`src/rtl/learn_pkg.sv`:
```
package learn_pkg;

    // Command word layout
    localparam int CMD_W    = 9;
    localparam int OP_LSB   = 0;
    localparam int OP_W     = 2;
    localparam int IDX_LSB  = 2;
    localparam int IDX_W    = 4;
    localparam int WIDE_BIT = 6;
    localparam int HI_LSB   = 7;
    localparam int HI_W     = 2;

    // SRAM address split
    localparam int LO_W   = 20;
    localparam int ADDR_W = HI_W + LO_W;

    localparam int MASK_W = 2;

    localparam logic [OP_W-1:0] OP_LEARN = 2'b11;

    // Default latencies per cascade size
    localparam int LAT_DEF_SINGLE = 4;
    localparam int LAT_DEF_MID    = 5;
    localparam int LAT_DEF_LARGE  = 6;

    typedef enum logic [1:0] {
        TS_SINGLE = 2'b00,
        TS_UPTO8  = 2'b01,
        TS_UPTO31 = 2'b10,
        TS_RSVD   = 2'b11
    } tsize_e;

    typedef enum logic {
        ST_IDLE   = 1'b0,
        ST_HAVE_A = 1'b1
    } lrn_state_e;

    // Fields kept from the first command cycle
    typedef struct packed {
        logic [IDX_W-1:0] idx;
        logic [HI_W-1:0]  hi;
    } first_half_t;

    // Decoded learn, one cycle after the second command cycle
    typedef struct packed {
        logic              vld;
        logic [IDX_W-1:0]  idx;
        logic              wide;
        logic [ADDR_W-1:0] addr;
    } learn_req_t;

    // One delay-line stage
    typedef struct packed {
        logic              vld;
        logic [ADDR_W-1:0] addr;
    } sram_slot_t;

    function automatic logic is_learn_op(input logic [CMD_W-1:0] c);
        return c[OP_LSB +: OP_W] == OP_LEARN;
    endfunction

    function automatic first_half_t take_first(input logic [CMD_W-1:0] c);
        first_half_t f;
        f.idx = c[IDX_LSB +: IDX_W];
        f.hi  = c[HI_LSB +: HI_W];
        return f;
    endfunction

    function automatic logic [MASK_W-1:0] cmp_mask(input logic wide);
        return wide ? 2'b11 : 2'b01;
    endfunction

    function automatic int pick_lat(input tsize_e ts, input int l0, input int l1, input int l2);
        case (ts)
            TS_SINGLE: return l0;
            TS_UPTO8:  return l1;
            default:   return l2;
        endcase
    endfunction

    function automatic int max3(input int a, input int b, input int c);
        int m;
        m = (a > b) ? a : b;
        return (m > c) ? m : c;
    endfunction

endpackage

```
`src/rtl/learn_fsm.sv`:
```
module learn_fsm
    import learn_pkg::*;
(
    input  logic                 clk,
    input  logic                 rst,
    input  logic                 cmd_valid_i,
    input  logic [CMD_W-1:0]     cmd_i,
    input  logic [LO_W-1:0]      lo_addr_i,
    output learn_req_t           req_o,
    output logic                 err_o
);

    lrn_state_e  state_q;
    first_half_t held_q;
    learn_req_t  req_q;
    logic        err_q;
    logic        hit;

    assign hit = cmd_valid_i && is_learn_op(cmd_i);

    always_ff @(posedge clk) begin
        if (rst) begin
            state_q <= ST_IDLE;
            held_q  <= '0;
            req_q   <= '0;
            err_q   <= 1'b0;
        end else begin
            req_q.vld <= 1'b0;
            err_q     <= 1'b0;
            case (state_q)
                ST_IDLE: begin
                    if (hit) begin
                        held_q  <= take_first(cmd_i);
                        state_q <= ST_HAVE_A;
                    end
                end
                ST_HAVE_A: begin
                    state_q <= ST_IDLE;
                    if (hit) begin
                        req_q.vld  <= 1'b1;
                        req_q.idx  <= held_q.idx;
                        req_q.wide <= cmd_i[WIDE_BIT];
                        req_q.addr <= {held_q.hi, lo_addr_i};
                    end else begin
                        err_q <= 1'b1;
                    end
                end
                default: state_q <= ST_IDLE;
            endcase
        end
    end

    assign req_o = req_q;
    assign err_o = err_q;

    AST_REQ_NEEDS_OP: assert property (@(posedge clk) disable iff (rst)
        req_q.vld |-> $past(hit)) else $error("learn without opcode");
    AST_REQ_SINGLE: assert property (@(posedge clk) disable iff (rst)
        req_q.vld |=> !req_q.vld) else $error("array request too long");
    AST_ERR_NO_REQ: assert property (@(posedge clk) disable iff (rst)
        err_q |-> !req_q.vld) else $error("error with write");
    AST_ERR_SINGLE: assert property (@(posedge clk) disable iff (rst)
        err_q |=> !err_q) else $error("error pulse too long");
    AST_SECOND_HALF_ENDS: assert property (@(posedge clk) disable iff (rst)
        (state_q == ST_HAVE_A) |=> (state_q == ST_IDLE)) else $error("stuck in second half");

endmodule

```
`src/rtl/learn_lat_sel.sv`:
```
module learn_lat_sel
    import learn_pkg::*;
#(
    parameter int LAT_SINGLE = LAT_DEF_SINGLE,
    parameter int LAT_MID    = LAT_DEF_MID,
    parameter int LAT_LARGE  = LAT_DEF_LARGE,
    parameter int NST        = LAT_DEF_LARGE - 1
) (
    input  logic [1:0]     tbl_size_i,
    output logic [NST-1:0] slot_oh_o
);

    int lat;
    int tgt;

    // The request is already one register past the second command cycle,
    // so a latency of L enters stage NST+1-L.
    always_comb begin
        lat = pick_lat(tsize_e'(tbl_size_i), LAT_SINGLE, LAT_MID, LAT_LARGE);
        tgt = NST + 1 - lat;
    end

    for (genvar k = 0; k < NST; k++) begin : g_slot
        assign slot_oh_o[k] = (tgt == k);
    end

endmodule

```
`src/rtl/learn_sram_pipe.sv`:
```
module learn_sram_pipe
    import learn_pkg::*;
#(
    parameter int NST = LAT_DEF_LARGE - 1
) (
    input  logic           clk,
    input  logic           rst,
    input  sram_slot_t     ins_i,
    input  logic [NST-1:0] slot_oh_i,
    output sram_slot_t     out_o
);

    sram_slot_t     st_q [NST];
    logic [NST-1:0] vld_vec;

    always_ff @(posedge clk) begin
        if (rst) begin
            for (int k = 0; k < NST; k++) begin
                st_q[k] <= '0;
            end
        end else begin
            if (ins_i.vld && slot_oh_i[0]) begin
                st_q[0] <= ins_i;
            end else begin
                st_q[0] <= '0;
            end
            for (int k = 1; k < NST; k++) begin
                if (ins_i.vld && slot_oh_i[k]) begin
                    st_q[k] <= ins_i;
                end else begin
                    st_q[k] <= st_q[k-1];
                end
            end
        end
    end

    for (genvar k = 0; k < NST; k++) begin : g_vld
        assign vld_vec[k] = st_q[k].vld;
    end

    assign out_o = st_q[NST-1];

    AST_SLOT_ONEHOT: assert property (@(posedge clk) disable iff (rst)
        ins_i.vld |-> ($countones(slot_oh_i) == 1)) else $error("bad latency slot");
    AST_NO_SLOT_CLASH: assert property (@(posedge clk) disable iff (rst)
        ins_i.vld |-> ((slot_oh_i[NST-1:1] & vld_vec[NST-2:0]) == '0)) else $error("entry overwritten");
    AST_OUT_SINGLE: assert property (@(posedge clk) disable iff (rst)
        out_o.vld |=> !out_o.vld) else $error("adjacent strobes");

endmodule

```
`src/rtl/learn_decode_top.sv`:
```
module learn_decode_top
    import learn_pkg::*;
#(
    parameter int LAT_SINGLE = LAT_DEF_SINGLE,
    parameter int LAT_MID    = LAT_DEF_MID,
    parameter int LAT_LARGE  = LAT_DEF_LARGE
) (
    input  logic              clk,
    input  logic              rst,
    input  logic              cmd_valid_i,
    input  logic [CMD_W-1:0]  cmd_i,
    input  logic [1:0]        tbl_size_i,
    input  logic [LO_W-1:0]   sram_lo_addr_i,
    output logic              arr_wr_o,
    output logic [IDX_W-1:0]  arr_idx_o,
    output logic              arr_wide_o,
    output logic [MASK_W-1:0] arr_cmp_mask_o,
    output logic              sram_we_n_o,
    output logic [ADDR_W-1:0] sram_addr_o,
    output logic              proto_err_o
);

    localparam int MAX_LAT = max3(LAT_SINGLE, LAT_MID, LAT_LARGE);
    localparam int NST     = MAX_LAT - 1;

    learn_req_t     req;
    logic           err;
    logic [NST-1:0] slot_oh;
    sram_slot_t     ins;
    sram_slot_t     outs;

    learn_fsm u_fsm (
        .clk         (clk),
        .rst         (rst),
        .cmd_valid_i (cmd_valid_i),
        .cmd_i       (cmd_i),
        .lo_addr_i   (sram_lo_addr_i),
        .req_o       (req),
        .err_o       (err)
    );

    learn_lat_sel #(
        .LAT_SINGLE (LAT_SINGLE),
        .LAT_MID    (LAT_MID),
        .LAT_LARGE  (LAT_LARGE),
        .NST        (NST)
    ) u_lat (
        .tbl_size_i (tbl_size_i),
        .slot_oh_o  (slot_oh)
    );

    assign ins.vld  = req.vld;
    assign ins.addr = req.addr;

    learn_sram_pipe #(
        .NST (NST)
    ) u_pipe (
        .clk       (clk),
        .rst       (rst),
        .ins_i     (ins),
        .slot_oh_i (slot_oh),
        .out_o     (outs)
    );

    assign arr_wr_o       = req.vld;
    assign arr_idx_o      = req.idx;
    assign arr_wide_o     = req.wide;
    assign arr_cmp_mask_o = cmp_mask(req.wide);
    assign proto_err_o    = err;
    assign sram_we_n_o    = ~outs.vld;
    assign sram_addr_o    = outs.vld ? outs.addr : '0;

    AST_EVEN_ALWAYS: assert property (@(posedge clk) disable iff (rst)
        arr_wr_o |-> arr_cmp_mask_o[0]) else $error("even comparand skipped");
    AST_STROBE_PULSE: assert property (@(posedge clk) disable iff (rst)
        !sram_we_n_o |=> sram_we_n_o) else $error("strobe longer than one cycle");
    AST_ERR_VS_ARRAY: assert property (@(posedge clk) disable iff (rst)
        proto_err_o |-> !arr_wr_o) else $error("error and array write together");

endmodule

```
`config.mk`:
```
export PLATFORM = sky130hd
export DESIGN_NAME = learn_decode_top
export DESIGN_NICKNAME = d
export VERILOG_FILES = /design/src/rtl/learn_pkg.sv /design/src/rtl/learn_fsm.sv /design/src/rtl/learn_lat_sel.sv /design/src/rtl/learn_sram_pipe.sv /design/src/rtl/learn_decode_top.sv
export SDC_FILE = /design/constraint.sdc
export NUM_CORES = 1
export LEC_CHECK = 0
export ABC_CLOCK_PERIOD_IN_PS = 2000
export BUFFER_PORTS_ARGS = -buffer_cell sky130_fd_sc_hd__buf_2
export CAP_MARGIN = 20
export CORE_ASPECT_RATIO = 1.75
export CORE_MARGIN = 1
export CORE_UTILIZATION = 55
export CTS_CLUSTER_SIZE = 25
export DETAILED_ROUTE_END_ITERATION = 8
export PLACE_DENSITY = 0.75
export SYNTH_ARGS = -nofsm -noshare
export SYNTH_HDL_FRONTEND = slang
export SYNTH_SLANG_ARGS = --single-unit
```
`constraint.sdc`:
```
create_clock -name clk -period 2 [get_ports clk]
set_input_delay 0.1 -clock clk [delete_from_list [all_inputs] [get_ports clk]]
set_output_delay 0.1 -clock clk [all_outputs]
set_load 0.005 [all_outputs]
```
==> flow_metrics.py <==
metrics = {
    "finish": {
        "fill_cells": 834,
        "syn_to_final_growth_pct": 26.5,
        "layout-drive-gt1-share_pct": 15.0,
        "antenna_cells": 0,
        "fin_nets": 706,
    },
    "pwr": {
        "p_per_area_nw_per_um2": 866,
        "ir_drop_uv": 653,
        "leakage_nw": 3.41,
        "pwr-share-seq_pct": 50.1,
        "p_int_mw": 5.66,
        "p_sw_mw": 1.42,
        "clockPowerShare_pct": 45.3,
        "combPwrFrac_pct": 4.6,
        "switching_share_pct": 20.0,
    },
    "routing": {
        "drt-initial-drc-count": 128,
        "drt_pass1_iterations": 6,
        "vias": 3719,
        "postRouteAntennaNets": 0,
        "dr_wl_met3_um": 333,
        "viasPerCell": 4.54,
        "wl_met1_um": 3890,
        "dr_wl_met2_um": 4870,
        "wl_per_cell_um": 11.2,
        "totalWireLength_um": 9190,
        "drcViolationCount": 15,
        "top_layer": "met4",
    },
    "clock_network": {
        "cts_sinks": 151,
        "insertion_delay_ns": 0.41,
        "cts_buffers": 17,
        "cts_hold_buffers": 29,
        "cts_buffer_depth": 2,
        "cts_tree": "done",
        "cts_resized": 0,
        "root_buffer": "clkbuf_16",
        "clk_pin_slew_ns": 0.06,
        "cts_setup_buffers": 0,
        "htree_levels": 4,
    },
    "floorplan": {
        "die_h_um": 145,
        "std_cell_rows": 52,
        "core_um2": 11500,
        "start_util_pct": 56.1,
        "die-area_um2": 12200,
        "io_pins": 66,
        "die_width_um": 83.9,
    },
    "sta": {
        "skew_ns": 0.00908,
        "max_freq_mhz": 692,
        "slew_headroom_pct": 60.6,
        "slew_viol_final": 0,
        "period_needed_ns": 1.44,
        "worst_pin_slew_ns": 0.588,
        "whs_ns": 0.0684,
        "fin_crit_sh_pct": 72.2,
        "hold_viol_final": 0,
        "grt_setup_unrepaired": "false",
        "fin_setup_tns_ns": 0,
        "setup_violations": 0,
    },
    "synthesis": {
        "synthesis.area_um2": 6460,
        "syn_inst": 474,
        "synth_cell_types": 20,
        "yosys_warnings": 0,
        "ys_seq_elements": 151,
        "avgSynthCellArea_um2": 13.6,
        "yosysSeqAreaShare_pct": 64.6,
    },
    "setup_path": {
        "r2r-end": "u_pipe.st_q[2][3]",
        "r2r_setup_slack_ns": 0.60,
        "path_class": "reg2out",
        "r2r_start": "u_fsm.req_o[27]",
        "cp_data_arrival_time_ns": 1.34,
        "required_ns": 1.90,
        "cp-start-kind": "flop",
        "critPathCaptureType": "output pin",
        "crit_fanout": 23,
        "reg2reg_depth": 3,
    },
    "hold_path": {
        "hold_path_class": "in2reg",
        "worstHoldStart": "rst",
        "worst_hold_path.endpoint": "u_fsm.req_o[27]",
        "min_path_cells": 2,
    },
    "run_status": {
        "violations": "DRC",
        "status": "finished, violations left",
    },
    "placed_design": {
        "numPortBuffers": 64,
        "place_hpwl_um": 5780,
        "gp_congestion": 0.719,
    },
    "global_route": {
        "grt_pass1_vias": 3637,
        "overflow": 0,
        "antenna_found_initial": 0,
        "grt_pass1_wl_um": 15900,
        "track_usage_pct": 16.8,
        "grt_start_max_net_pins": 91,
    },
    "job": {
        "cap_viol_max_count": 0,
    },
}
## flip-flops by register name, indices dropped and copies added (netlist names)
| name | cells |
|---|---|
| u_fsm.err_o | 1 |
| u_pipe.st_q | 115 |
| u_fsm.held_q | 6 |
| u_fsm.state_q | 1 |
| u_fsm.req_o | 28 |
## cells by family after synthesis
logic type / after synthesis / synth area share, %
DFF: 151 / 64.6
other: 1 / 0.0581
buffers and inverters: 39 / 3.08
muxes: 77 / 11.9
AOI/OAI and AO/OA: 3 / 0.291
and+or+nand+nor: 203 / 20.0
## routing by layer
layer,vias to the layer above,track usage (%)
met1,1749,19.1
li1,1898,-
met4,0,6.47
met2,61,29.2
met5,-,0
met3,11,5.33
## worst max path at each step
stage	end	cells after the start	slack [ns]	start
after floorplan	u_pipe.st_q[2][10]	4	0.61	u_fsm.req_o[27]
after global placement	u_pipe.st_q[2][10]	3	0.66	u_fsm.req_o[27]
after detailed placement	u_pipe.st_q[2][10]	3	0.61	u_fsm.req_o[27]
after CTS	sram_addr_o[17]	2	0.49	u_pipe.st_q[4][22]
after global routing	sram_addr_o[4]	2	0.39	u_pipe.st_q[4][22]
final	sram_addr_o[6]	2	0.56	u_pipe.st_q[4][22]
## power by group through the flow
stage          Combinational, mW  Clock (mW)  Sequential [mW]
2_1_floorplan              0.202           0             3.60
3_3_place_gp               0.265           0             3.60
3_5_place_dp               0.277           0             3.61
4_1_cts                    0.321        3.30             3.54
5_1_grt                    0.368        3.44             3.55
6_report                   0.326        3.21             3.54
## layout make-up
| cell class | count | area (µm²) | area share, % |
|---|---|---|---|
| timing repair buffer | 99 | 671 | 8.21 |
| clock inverter | 9 | 70.1 | 0.858 |
| multi-input combinational | 399 | 2520 | 30.8 |
| tap | 135 | 169 | 2.07 |
| clock buffer | 23 | 553 | 6.77 |
| sequential | 151 | 4170 | 51.1 |
| inverter | 4 | 15.0 | 0.184 |
## critical path, cell delays in order (launching register included)
cell and delay [ns]:
edfxtp_1 0.59, and2_1 0.23, buf_2 0.12
## synthesized netlist by cell type
cell / instances / area share (%)
edfxtp_1: 115 / 53
nand2b_1: 104 / 10
mux2i_1: 77 / 12
nor2b_1: 48 / 4.7
and2_1: 44 / 4.3
dfxtp_1: 36 / 11
clkbuf_1: 21 / 1.2
buf_4: 9 / 1.0
inv_1: 4 / 0.23
buf_2: 3 / 0.23
a21oi_1: 2 / 0.16
and3b_1: 2 / 0.27
buf_6: 2 / 0.35
a311oi_1: 1 / 0.14
and4_1: 1 / 0.14
and4b_1: 1 / 0.16
conb_1: 1 / 0.058
nand3b_1: 1 / 0.12
nor3b_2: 1 / 0.19
or3b_1: 1 / 0.14
## metrics by stage
step / instances / util [%] / total power, mW / setup WS [ns] / area (µm²)
global placement: 759 / 63.0 / 3.87 / 0.662 / 7250
global route: 820 / 70.9 / 7.36 / 0.390 / 8170
detailed placement: 759 / 63.0 / 3.89 / 0.608 / 7250
finish: 820 / 70.9 / 7.07 / 0.556 / 8170
floorplan: 589 / - / 3.80 / 0.611 / 6890
CTS: 820 / 70.9 / 7.16 / 0.486 / 8170
## layout by cell type (no fill, tap or decap)
cell           netlist  routed
conb_1               1     116
inv_4                0       3
inv_8                0       1
a21oi_1              2       2
buf_4                9       6
buf_12               0       1
and2_1              44      44
nor3b_2              1       1
clkbuf_16            0      21
mux2i_1             77      77
inv_1                4       4
a311oi_1             1       1
and4b_1              1       1
clkinv_2             0       1
and4_1               1       1
and3b_1              2       2
clkinv_4             0       2
nand2b_1           104     104
inv_6                0       2
edfxtp_1           115     115
nand3b_1             1       1
or3b_1               1       1
dlygate4sd3_1        0      29
nor2b_1             48      48
clkbuf_8             0       2
dfxtp_1             36      36
buf_2                3      63
Power figures use the tool's default switching activity.
